<file path="src/rtl/dstep_pkg.sv">
package dstep_pkg;
  localparam int COARSE_W = 1;
  localparam int CLK_W    = 2;
  localparam int TAP_W    = 4;
  localparam int PI_W     = 3;
  localparam int CODE_W   = COARSE_W + CLK_W + TAP_W + PI_W;

  localparam int PI_TOP     = 6;
  localparam int CLK_TOP    = 2;
  localparam int COARSE_TOP = 1;

  typedef struct packed {
    logic [COARSE_W-1:0] coarse;
    logic [CLK_W-1:0]    clk;
    logic [TAP_W-1:0]    tap;
    logic [PI_W-1:0]     pi;
  } dly_code_t;

  typedef enum logic [1:0] {
    GRADE_800  = 2'd0,
    GRADE_1066 = 2'd1,
    GRADE_1333 = 2'd2,
    GRADE_RSV  = 2'd3
  } grade_e;

  typedef struct packed {
    logic [TAP_W-1:0] max_tap;
    logic [TAP_W-1:0] lo_tap;
    logic [PI_W-1:0]  lo_pi;
    logic [TAP_W-1:0] hi_tap;
    logic [PI_W-1:0]  hi_pi;
  } grade_lim_t;
endpackage

</file>
<file path="src/rtl/dstep_grade_limits.sv">
module dstep_grade_limits
  import dstep_pkg::*;
(
  input  logic [1:0] grade,
  output grade_lim_t lim
);
  always_comb begin
    case (grade_e'(grade))
      GRADE_1066: begin
        lim.max_tap = TAP_W'(10);
        lim.lo_tap  = TAP_W'(2);
        lim.lo_pi   = PI_W'(6);
        lim.hi_tap  = TAP_W'(8);
        lim.hi_pi   = PI_W'(7);
      end
      GRADE_1333: begin
        lim.max_tap = TAP_W'(13);
        lim.lo_tap  = TAP_W'(3);
        lim.lo_pi   = PI_W'(6);
        lim.hi_tap  = TAP_W'(11);
        lim.hi_pi   = PI_W'(4);
      end
      default: begin
        lim.max_tap = TAP_W'(12);
        lim.lo_tap  = TAP_W'(3);
        lim.lo_pi   = PI_W'(2);
        lim.hi_tap  = TAP_W'(10);
        lim.hi_pi   = PI_W'(3);
      end
    endcase
  end
endmodule

</file>
<file path="src/rtl/dstep_next.sv">
module dstep_next
  import dstep_pkg::*;
(
  input  dly_code_t        code_i,
  input  logic [TAP_W-1:0] max_tap,
  input  logic             up,
  output dly_code_t        code_o,
  output logic             ok
);
  localparam logic [PI_W-1:0]     PI_TOP_V     = PI_W'(PI_TOP);
  localparam logic [CLK_W-1:0]    CLK_TOP_V    = CLK_W'(CLK_TOP);
  localparam logic [COARSE_W-1:0] COARSE_TOP_V = COARSE_W'(COARSE_TOP);

  always_comb begin
    code_o = code_i;
    ok     = 1'b1;
    if (up) begin
      if (code_i.pi < PI_TOP_V) begin
        code_o.pi = code_i.pi + PI_W'(1);
      end else if (code_i.tap < max_tap) begin
        code_o.pi  = '0;
        code_o.tap = code_i.tap + TAP_W'(1);
      end else if (code_i.clk < CLK_TOP_V) begin
        code_o.pi  = '0;
        code_o.tap = '0;
        code_o.clk = code_i.clk + CLK_W'(1);
      end else if (code_i.coarse < COARSE_TOP_V) begin
        code_o.pi     = '0;
        code_o.tap    = '0;
        code_o.clk    = code_i.clk - CLK_W'(1);
        code_o.coarse = code_i.coarse + COARSE_W'(1);
      end else begin
        ok = 1'b0;
      end
    end else begin
      if (code_i.pi != '0) begin
        code_o.pi = code_i.pi - PI_W'(1);
      end else if (code_i.tap != '0) begin
        code_o.pi  = PI_TOP_V;
        code_o.tap = code_i.tap - TAP_W'(1);
      end else if (code_i.clk != '0) begin
        code_o.pi  = PI_TOP_V;
        code_o.tap = max_tap;
        code_o.clk = code_i.clk - CLK_W'(1);
      end else if (code_i.coarse != '0) begin
        code_o.pi     = PI_TOP_V;
        code_o.tap    = max_tap;
        code_o.clk    = code_i.clk + CLK_W'(1);
        code_o.coarse = code_i.coarse - COARSE_W'(1);
      end else begin
        ok = 1'b0;
      end
    end
  end
endmodule

</file>
<file path="src/rtl/dstep_bypass.sv">
module dstep_bypass
  import dstep_pkg::*;
(
  input  logic [TAP_W-1:0] tap,
  input  logic [PI_W-1:0]  pi,
  input  grade_lim_t       lim,
  output logic             en,
  output logic             sel
);
  logic below_lo, below_hi;

  assign below_lo = (tap < lim.lo_tap) || ((tap == lim.lo_tap) && (pi < lim.lo_pi));
  assign below_hi = (tap < lim.hi_tap) || ((tap == lim.hi_tap) && (pi < lim.hi_pi));

  always_comb begin
    if (below_lo) begin
      en  = 1'b1;
      sel = 1'b1;
    end else if (below_hi) begin
      en  = 1'b0;
      sel = 1'b0;
    end else begin
      en  = 1'b1;
      sel = 1'b0;
    end
  end
endmodule

</file>
<file path="src/rtl/dstep_lane.sv">
module dstep_lane
  import dstep_pkg::*;
(
  input  logic       clk,
  input  logic       rst_n,
  input  grade_lim_t lim,
  input  logic       inc,
  input  logic       dec,
  input  logic       load,
  input  dly_code_t  load_code,
  output dly_code_t  code_q,
  output logic       byp_en_q,
  output logic       byp_sel_q,
  output logic       err_q
);
  dly_code_t step_code, cand;
  logic      step_ok, cand_en, cand_sel;

  dstep_next u_next (
    .code_i  (code_q),
    .max_tap (lim.max_tap),
    .up      (inc),
    .code_o  (step_code),
    .ok      (step_ok)
  );

  assign cand = load ? load_code : step_code;

  dstep_bypass u_byp (
    .tap (cand.tap),
    .pi  (cand.pi),
    .lim (lim),
    .en  (cand_en),
    .sel (cand_sel)
  );

  always_ff @(posedge clk) begin
    if (!rst_n) begin
      code_q    <= '0;
      byp_en_q  <= 1'b1;
      byp_sel_q <= 1'b1;
      err_q     <= 1'b0;
    end else begin
      err_q <= 1'b0;
      if (load || ((inc || dec) && step_ok)) begin
        code_q    <= cand;
        byp_en_q  <= cand_en;
        byp_sel_q <= cand_sel;
      end else if (inc || dec) begin
        err_q <= 1'b1;
      end
    end
  end


  err_hold_chk: assert property (@(posedge clk) disable iff (!rst_n)
    err_q |-> (code_q == $past(code_q)) && (byp_en_q == $past(byp_en_q)));


  load_take_chk: assert property (@(posedge clk) disable iff (!rst_n)
    load |=> (code_q == $past(load_code)));


  idle_stable_chk: assert property (@(posedge clk) disable iff (!rst_n)
    (!inc && !dec && !load) |=> ($stable(code_q) && $stable(byp_en_q) && $stable(byp_sel_q) && !err_q));


  step_moves_chk: assert property (@(posedge clk) disable iff (!rst_n)
    ((inc || dec) && !load) |=> (err_q || (code_q != $past(code_q))));


  byp_legal_chk: assert property (@(posedge clk) disable iff (!rst_n)
    !(!byp_en_q && byp_sel_q));
endmodule

</file>
<file path="src/rtl/dly_code_stepper.sv">
module dly_code_stepper
  import dstep_pkg::*;
#(
  parameter int LANES = 8
) (
  input  logic                          clk,
  input  logic                          rst_n,
  input  logic [1:0]                    grade,
  input  logic [LANES-1:0]              inc,
  input  logic [LANES-1:0]              dec,
  input  logic [LANES-1:0]              load,
  input  logic [LANES-1:0][CODE_W-1:0]  load_code,
  output logic [LANES-1:0][COARSE_W-1:0] coarse,
  output logic [LANES-1:0][CLK_W-1:0]   clk_dly,
  output logic [LANES-1:0][TAP_W-1:0]   tap,
  output logic [LANES-1:0][PI_W-1:0]    phase,
  output logic [LANES-1:0]              byp_en,
  output logic [LANES-1:0]              byp_sel,
  output logic [LANES-1:0]              err
);
  grade_lim_t lim;

  dstep_grade_limits u_lim (
    .grade (grade),
    .lim   (lim)
  );

  for (genvar l = 0; l < LANES; l++) begin : g_lane
    dly_code_t code_q;

    dstep_lane u_lane (
      .clk       (clk),
      .rst_n     (rst_n),
      .lim       (lim),
      .inc       (inc[l]),
      .dec       (dec[l]),
      .load      (load[l]),
      .load_code (dly_code_t'(load_code[l])),
      .code_q    (code_q),
      .byp_en_q  (byp_en[l]),
      .byp_sel_q (byp_sel[l]),
      .err_q     (err[l])
    );

    assign coarse[l]  = code_q.coarse;
    assign clk_dly[l] = code_q.clk;
    assign tap[l]     = code_q.tap;
    assign phase[l]   = code_q.pi;
  end
endmodule

</file>
<file path="config.mk">
export PLATFORM = sky130hd
export DESIGN_NAME = dly_code_stepper
export DESIGN_NICKNAME = d
export VERILOG_FILES = /design/src/rtl/dstep_pkg.sv /design/src/rtl/dstep_grade_limits.sv /design/src/rtl/dstep_next.sv /design/src/rtl/dstep_bypass.sv /design/src/rtl/dstep_lane.sv /design/src/rtl/dly_code_stepper.sv
export SDC_FILE = /design/constraint.sdc
export NUM_CORES = 1
export LEC_CHECK = 0
export BUFFER_PORTS_ARGS = -buffer_cell sky130_fd_sc_hd__buf_2
export CORE_UTILIZATION = 45
export DETAILED_ROUTE_END_ITERATION = 16
export HOLD_SLACK_MARGIN = 0.05
export PLACE_DENSITY = 0.73
export SLEW_MARGIN = 40
export SYNTH_ARGS = -nofsm -noshare
export SYNTH_HDL_FRONTEND = slang
export SYNTH_SLANG_ARGS = --single-unit
</file>
<file path="constraint.sdc">
create_clock -name clk -period 13.93 [get_ports clk]
set_input_delay 4.179 -clock clk [delete_from_list [all_inputs] [get_ports clk]]
set_output_delay 4.179 -clock clk [all_outputs]
set_load 0.02 [all_outputs]
</file>
==> qor.txt, run 1 <==
Gate power share: 0.437
Pwr/cell area: 97.6 nW/um^2
Worst EP required: 14.18 ns
Die area: 25000 um^2
DR vias: 12151
Relative max-transition margin: 0.439
Leak: 5.34 nW
Final setup margin: 5.87 ns
Hold Buf Count CTS: 0
Die W: 158 um
Flop pwr share: 0.324
Worst-margin pin slew: 0.839 ns
Worst hold path type: reg -> reg
Clock power share: 0.240
Netlist cell types: 98
Share of layout cells above drive strength 1: 0.173
Max cap viols: 0
CTS-repair resized insts: 0
Post-synth EDFFs: 0
Max Slew Vio Count: 0
Clk_lat worst skew: 0.36 ns
Endpoints failing setup: 0
Post-Place Worst Slack: 5.53 ns
Final total power: 1.21 mW
Met2 wire len: 16000 um
Fin nets: 1860
Vias per inst: 6.12
H-Tree Depth: 3
WL per Instance: 17.7 um
Hold Path Origin: g_lane[7].u_lane.byp_sel_q
Average size of a mapped cell: 7.23 um^2
Cells after Synth: 1520
Post-synth top flop: dfxtp_1
Initial cell density of the core: 0.464
GRT Total Usage: 0.277
Area delta synth->final: 12.6%
Switching Power: 0.509 mW
Pin count of the biggest net entering global routing: 48
CTS tree: built
Clock Sink Count: 104
Cts bufs inserted: 9
Postcts setup bufs: 0
Crit path DAT: 8.31 ns
Total Neg Setup Slack: 0 ns
Crit path from: grade[1]
RSZ-0062 raised after global routing: no
Ys Warns: 0
Sequential element share of the synthesized area: 0.190
Post-Syn Nets: 1727
Clk buf depth: 2
CTS root buffer: clkbuf_16
Setup crit start kind: input port
Flops & latches, synth: 104
Port Buf Inserts: 211
Top sig layer: met4
Setup Skew: 0.00975 ns
Chip height: 158 um
Final Critical Period: 8.06 ns
Status: finished clean
Period utilization: 0.578
DR pass1 iterations: 5
# IOs: 212
Most numerous cell on the critical path: inv_1
Peak supply drop: 0.0000729 V
Layout fillers: 2398
Synth async-reset ratio: 0
Switching share of power: 0.422
Top achievable clock speed: 124 MHz
Final Hold Vio Count: 0
Antenna violations before repair: 6
Post-DP HPWL: 25700 um
Worst reg2reg startpoint: g_lane[5].u_lane.code_q[5]
Met1 wire length: 15400 um
Crit-path cells: buf_2 -> inv_1 -> ha_2 -> buf_4 -> inv_1 -> buf_4 -> ha_1 -> a21o_1 -> a21oi_1 -> o21ai_1 -> a221oi_1 -> nor2b_1 -> ha_1 -> nand2_1 -> a211oi_1 -> inv_1 -> a311oi_1 -> o31ai_1 -> and3_1 -> a211o_1
DRC Markers: 0
Critical Path Max Stage Delay: 0.42 ns
Worst setup EP type: register
Core area: 23700 um^2
Vias in the first global route: 11071
Mapped Area: 11000 um^2
Met3 Routed Length: 2710 um
First-pass GRT wire length: 56300 um
Top fanout value on the critical path: 32
Int Power: 0.698 mW
Clock Pin Slew Worst Setup and Hold Paths: 0.07 ns
CP max stage cell: buf_4
DR iter-0 viols: 1121
DRT Wirelength: 35100 um
GPL Wtd Cong: 0.978
WS Path Type: in -> reg
Row count: 56
Detail Route Antenna Nets: 0
GR Overflow Total: 0
[stage by stage]
step / cell area, um^2 / util / instances / hold slack (ns)
2_1_floorplan: 11000 / - / 1520 / 0.427
3_3_place_gp: 12000 / 0.506 / 1961 / 0.437
3_5_place_dp: 12000 / 0.507 / 1961 / 0.454
4_1_cts: 12300 / 0.521 / 1977 / 0.477
5_1_grt: 12400 / 0.522 / 1982 / 0.495
6_report: 12400 / 0.522 / 1985 / 0.477
[critical path: cells and delay by family]
family                   cells  cell delay (ns)
AND/OR/NAND/NOR              3             0.36
buffers and inverters        6             1.15
adder cells (fa/ha/maj)      3             0.75
AO/OA/AOI/OAI                8             1.85
[routing by layer]
metal / vias up / GRT usage
met5: - / 0
met2: 517 / 0.448
met1: 5652 / 0.367
met4: 0 / 0.101
li1: 5894 / -
met3: 88 / 0.0506
[synth_stat cells (16+ instances only)]
cell type,instances,area (um^2)
a31oi_1,20,125
a211oi_1,40,300
o211ai_1,18,135
nor2b_1,31,194
dfxtp_1,104,2080
a21oi_1,147,736
nand2_1,129,484
a21o_1,18,135
o31ai_1,18,135
clkbuf_1,51,191
o21ai_1,16,80.1
nor2_1,163,612
o21ai_0,78,390
nand2b_1,33,206
mux2i_1,34,340
a221oi_1,20,175
ha_1,99,1240
nor3_1,33,165
nand3_1,42,210
and2_1,17,106
inv_1,103,387
buf_4,25,188
[logic make-up (layout without fill, tap and decap cells)]
kind of cell / after synthesis / in the layout / share of synthesized area
buffers and inverters: 205 / 343 / 0.0848
other: 0 / 8 / 0
XOR/XNOR: 6 / 6 / 0.00478
AO/OA/AOI/OAI: 525 / 525 / 0.323
multiplexers: 43 / 43 / 0.0423
adder cells (fa/ha/maj): 103 / 103 / 0.117
AND/OR/NAND/NOR: 534 / 534 / 0.239
flip-flops: 104 / 104 / 0.190
[flip-flops by register name (all words and copies together), names as in the netlist]
register	count
g_lane.u_lane.err_q	8
g_lane.u_lane.byp_sel_q	8
g_lane.u_lane.code_q	80
g_lane.u_lane.byp_en_q	8
[cell usage in the layout (no fill, tap or decap), types with 10 or more instances in the layout]
cell type	count
o21ai_1	16
nor2_1	163
o31ai_1	18
a311oi_1	14
nor2b_1	31
nand3_1	42
dfxtp_1	104
o221ai_1	10
inv_1	103
nor3_1	33
nand4_1	14
o21a_1	12
mux2i_1	34
a32oi_1	12
o21ai_0	78
a31oi_1	20
a21oi_1	145
and3_1	15
and2_1	17
ha_1	98
o211ai_1	18
buf_2	211
a221oi_1	20
a211oi_1	40
a21o_1	18
nand2b_1	33
nand2_1	129
[worst paths after layout]
path | cells past startpoint | to | slack, ns
setup / recovery | 20 | g_lane[7].u_lane.byp_en_q | 5.87
hold / removal | 1 | g_lane[7].u_lane.byp_sel_q | 0.48
setup reg to reg | 12 | g_lane[5].u_lane.byp_en_q | 10.25
hold reg to reg | 1 | g_lane[7].u_lane.byp_sel_q | 0.48
[cell type report]
type / count / area (um^2) / area share
Antenna cell: 8 / 20.0 / 0.00162
Multi-Input combinational cell: 1211 / 8010 / 0.647
Tap cell: 319 / 399 / 0.0323
Clock buffer: 10 / 239 / 0.0193
Sequential cell: 104 / 2080 / 0.168
Timing Repair Buffer: 218 / 1110 / 0.0896
Clock inverter: 6 / 90.1 / 0.00728
Inverter: 109 / 423 / 0.0342
[power by group through the flow]
stage / registers (mW) / clock network [mW] / logic, mW
after floorplan: 0.397 / 0 / 0.380
after global placement: 0.395 / 0 / 0.508
after detailed placement: 0.395 / 0 / 0.517
after CTS: 0.389 / 0.297 / 0.520
after global routing: 0.396 / 0.305 / 0.586
final: 0.391 / 0.289 / 0.527
Power figures use the tool's default switching activity.
==> run 2: changes to the inputs <==
clock period = 8.1 ns   (was 13.93 ns; I/O delays follow)
==> run 2 against run 1 <==
Register-to-register slack got worse by 5.9 ns. Global-route usage decreased by 0.29 points. Cell count unchanged. Utilization decreased by 0.14 points. Total power increased by 68%. Worst setup slack got worse by 4.1 ns. Sequential power increased by 72%.
==> qor.txt, run 2 (synthesis results as in run 1) <==
WHS Endpoint: g_lane[7].u_lane.byp_sel_q (unchanged)
Core area: 23700 um^2 (unchanged)
Pwr/cell area: 164 nW/um^2 (was 97.6 nW/um^2)
Crit path DAT: 6.58 ns (was 8.31 ns)
Vias per inst: 6.08 (was 6.12)
Worst EP required: 8.32 ns (was 14.18 ns)
RSZ-0062 raised after global routing: no (unchanged)
Final Hold Vio Count: 0 (unchanged)
Final Critical Period: 6.37 ns
Max cap viols: 0 (unchanged)
WS Path Type: in -> reg (unchanged)
# IOs: 212 (unchanged)
Antenna violations before repair: 7 (was 6)
Most common cell after layout, fill and taps aside: buf_2 (unchanged)
Die W: 158 um (unchanged)
Setup crit start kind: input port (unchanged)
Reg2Reg Depth: 15 (was 12)
Chip height: 158 um (unchanged)
Worst-margin pin slew: 0.852 ns (was 0.839 ns)
GPL Wtd Cong: 0.982 (was 0.978)
Hold Path Origin: g_lane[7].u_lane.byp_sel_q (unchanged)
Critical Path Max Stage Delay: 0.47 ns (was 0.42 ns)
Port Buf Inserts: 211 (unchanged)
WL per Instance: 17.7 um (about the same)
FF-to-FF setup slack: 4.34 ns (was 10.25 ns)
CTS tree: built (unchanged)
Hold Buf Count CTS: 0 (unchanged)
Total Neg Setup Slack: 0 ns (unchanged)
CTS-repair resized insts: 0 (unchanged)
Clock power share: 0.220 (was 0.240)
Vias in the first global route: 10824 (was 11071)
Fin nets: 1863 (was 1860)
Pin count of the biggest net entering global routing: 33 (was 48)
Gate power share: 0.449 (was 0.437)
Endpoints failing setup: 0 (unchanged)
WHS Path Cells: 1 (unchanged)
Cts bufs inserted: 9 (unchanged)
Final setup margin: 1.73 ns (was 5.87 ns)
Int Power: 1.16 mW (was 0.698 mW)
Period utilization: 0.786
Max FFs per register: 80 (unchanged)
Worst reg2reg startpoint: g_lane[1].u_lane.code_q[5] (was g_lane[5].u_lane.code_q[5])
Detail Route Antenna Nets: 0 (unchanged)
Worst hold path type: reg -> reg (unchanged)
DR iter-0 viols: 1032 (was 1121)
CP max stage cell: mux4_2 (was buf_4)
Relative max-transition margin: 0.432 (was 0.439)
Max Slew Vio Count: 0 (unchanged)
Clock Sink Count: 104 (unchanged)
Status: finished clean (unchanged)
Flop pwr share: 0.331 (was 0.324)
Switching Power: 0.871 mW (was 0.509 mW)
Row count: 56 (unchanged)
First-pass GRT wire length: 55200 um (was 56300 um)
H-Tree Depth: 3 (unchanged)
Postcts setup bufs: 0 (unchanged)
Area delta synth->final: 12.3% (was 12.6%)
Top achievable clock speed: 157 MHz
Hold slack: 0.469 ns (was 0.477 ns)
GRT Total Usage: 0.274 (was 0.277)
DR vias: 12064 (was 12151)
DRT Wirelength: 35200 um (was 35100 um)
Die area: 25000 um^2 (unchanged)
Final Core Density: 0.521 (was 0.522)
DRC Markers: 0 (unchanged)
Clk buf depth: 2 (unchanged)
Post-Place Worst Slack: 1.42 ns (was 5.53 ns)
Leak: 5.33 nW (was 5.34 nW)
Post-DP HPWL: 26200 um (was 25700 um)
Clk_lat worst skew: 0.36 ns (about the same)
Switching share of power: 0.429 (was 0.422)
Biggest register: g_lane.u_lane.code_q (unchanged)
Worst setup EP type: register (unchanged)
Initial cell density of the core: 0.464 (unchanged)
Crit path from: grade[1] (unchanged)
Share of layout cells above drive strength 1: 0.174 (was 0.173)
Setup Skew: 0.0116 ns (was 0.00975 ns)
CTS root buffer: clkbuf_16 (unchanged)
Top fanout value on the critical path: 14 (was 32)
Clock Pin Slew Worst Setup and Hold Paths: 0.07 ns (about the same)
Peak supply drop: 0.0000897 V (was 0.0000729 V)
Crit-path cells: buf_2 -> inv_1 -> ha_2 -> inv_1 -> ha_1 -> nand2_1 -> o21a_1 -> nor3_1 -> a21oi_1 -> mux4_2 -> o21ai_1 -> ha_1 -> a211o_1 -> a31oi_1 -> a211oi_1 -> maj3_2 -> a211oi_1 -> a311oi_1 -> a31oi_1 (was buf_2 -> inv_1 -> ha_2 -> buf_4 -> inv_1 -> buf_4 -> ha_1 -> a21o_1 -> a21oi_1 -> o21ai_1 -> a221oi_1 -> nor2b_1 -> ha_1 -> nand2_1 -> a211oi_1 -> inv_1 -> a311oi_1 -> o31ai_1 -> and3_1 -> a211o_1)
Most frequent cells in the layout: buf_2, nor2_1, a21oi_1 (unchanged)
Reg2reg end: g_lane[1].u_lane.byp_en_q (was g_lane[5].u_lane.byp_en_q)
DR pass1 iterations: 6 (was 5)
GR Overflow Total: 0 (unchanged)
## run 2: cell count changes in the layout (fill, tap and decap cells not counted), sizes merged
cell,delta
bufinv,-1
clkbuf,-1
diode,-1
inv,-1
buf,+3
clkinvlp,+1
## run 2: power by group through the flow
stage          clock (mW)  combinational, mW  sequential, mW
6_report            0.446              0.910           0.672
2_1_floorplan           0              0.654           0.683
3_3_place_gp            0              0.878           0.679
3_5_place_dp            0              0.891           0.680
4_1_cts             0.460              0.898           0.668
5_1_grt             0.479               1.01           0.682
## run 2: worst max path at each step
| stage | cells after the start | slack, ns | to |
|---|---|---|---|
| 3_3_place_gp | 19 | 1.59 | g_lane[1].u_lane.byp_en_q |
| 2_1_floorplan | 17 | 1.83 | g_lane[1].u_lane.byp_en_q |
| 5_1_grt | 19 | 1.40 | g_lane[1].u_lane.byp_en_q |
| 4_1_cts | 19 | 1.79 | g_lane[1].u_lane.byp_en_q |
| 6_report | 19 | 1.73 | g_lane[1].u_lane.byp_en_q |
| 3_5_place_dp | 19 | 1.42 | g_lane[1].u_lane.byp_en_q |
## run 2: metrics by stage
| step | total power [mW] | instance area (um^2) | instances |
|---|---|---|---|
| global route | 2.17 | 12300 | 1984 |
| floorplan | 1.34 | 11000 | 1520 |
| finish | 2.03 | 12300 | 1985 |
| CTS | 2.03 | 12300 | 1978 |
| global placement | 1.56 | 12000 | 1964 |
| detailed placement | 1.57 | 12000 | 1964 |
## run 2: area by class of cell
class                   instances  area, um^2
diodes                          7        17.5
clock inverters                 5        58.8
clock buffers                   9         225
well taps                     319         399
flip-flops and latches        104        2080
repair buffers                221        1130
multi-input cells            1211        8000
inverters                     109         423
fillers                      2412       11300
## run 2: worst max-delay path, delay by kind of cell
kind | cells | cell delay, ns
AO/OA/AOI/OAI | 9 | 1.29
adder cells (fa/ha/maj) | 4 | 1.28
buffers and inverters | 3 | 0.57
multiplexers | 1 | 0.47
AND/OR/NAND/NOR | 2 | 0.53
## run 2: metal layers
metal	up-vias	track usage	part of all wire
met4	0	0.109	0.029
li1	5904	-	-
met1	5556	0.376	0.46
met5	-	0	0
met3	80	0.0335	0.068
met2	524	0.436	0.45
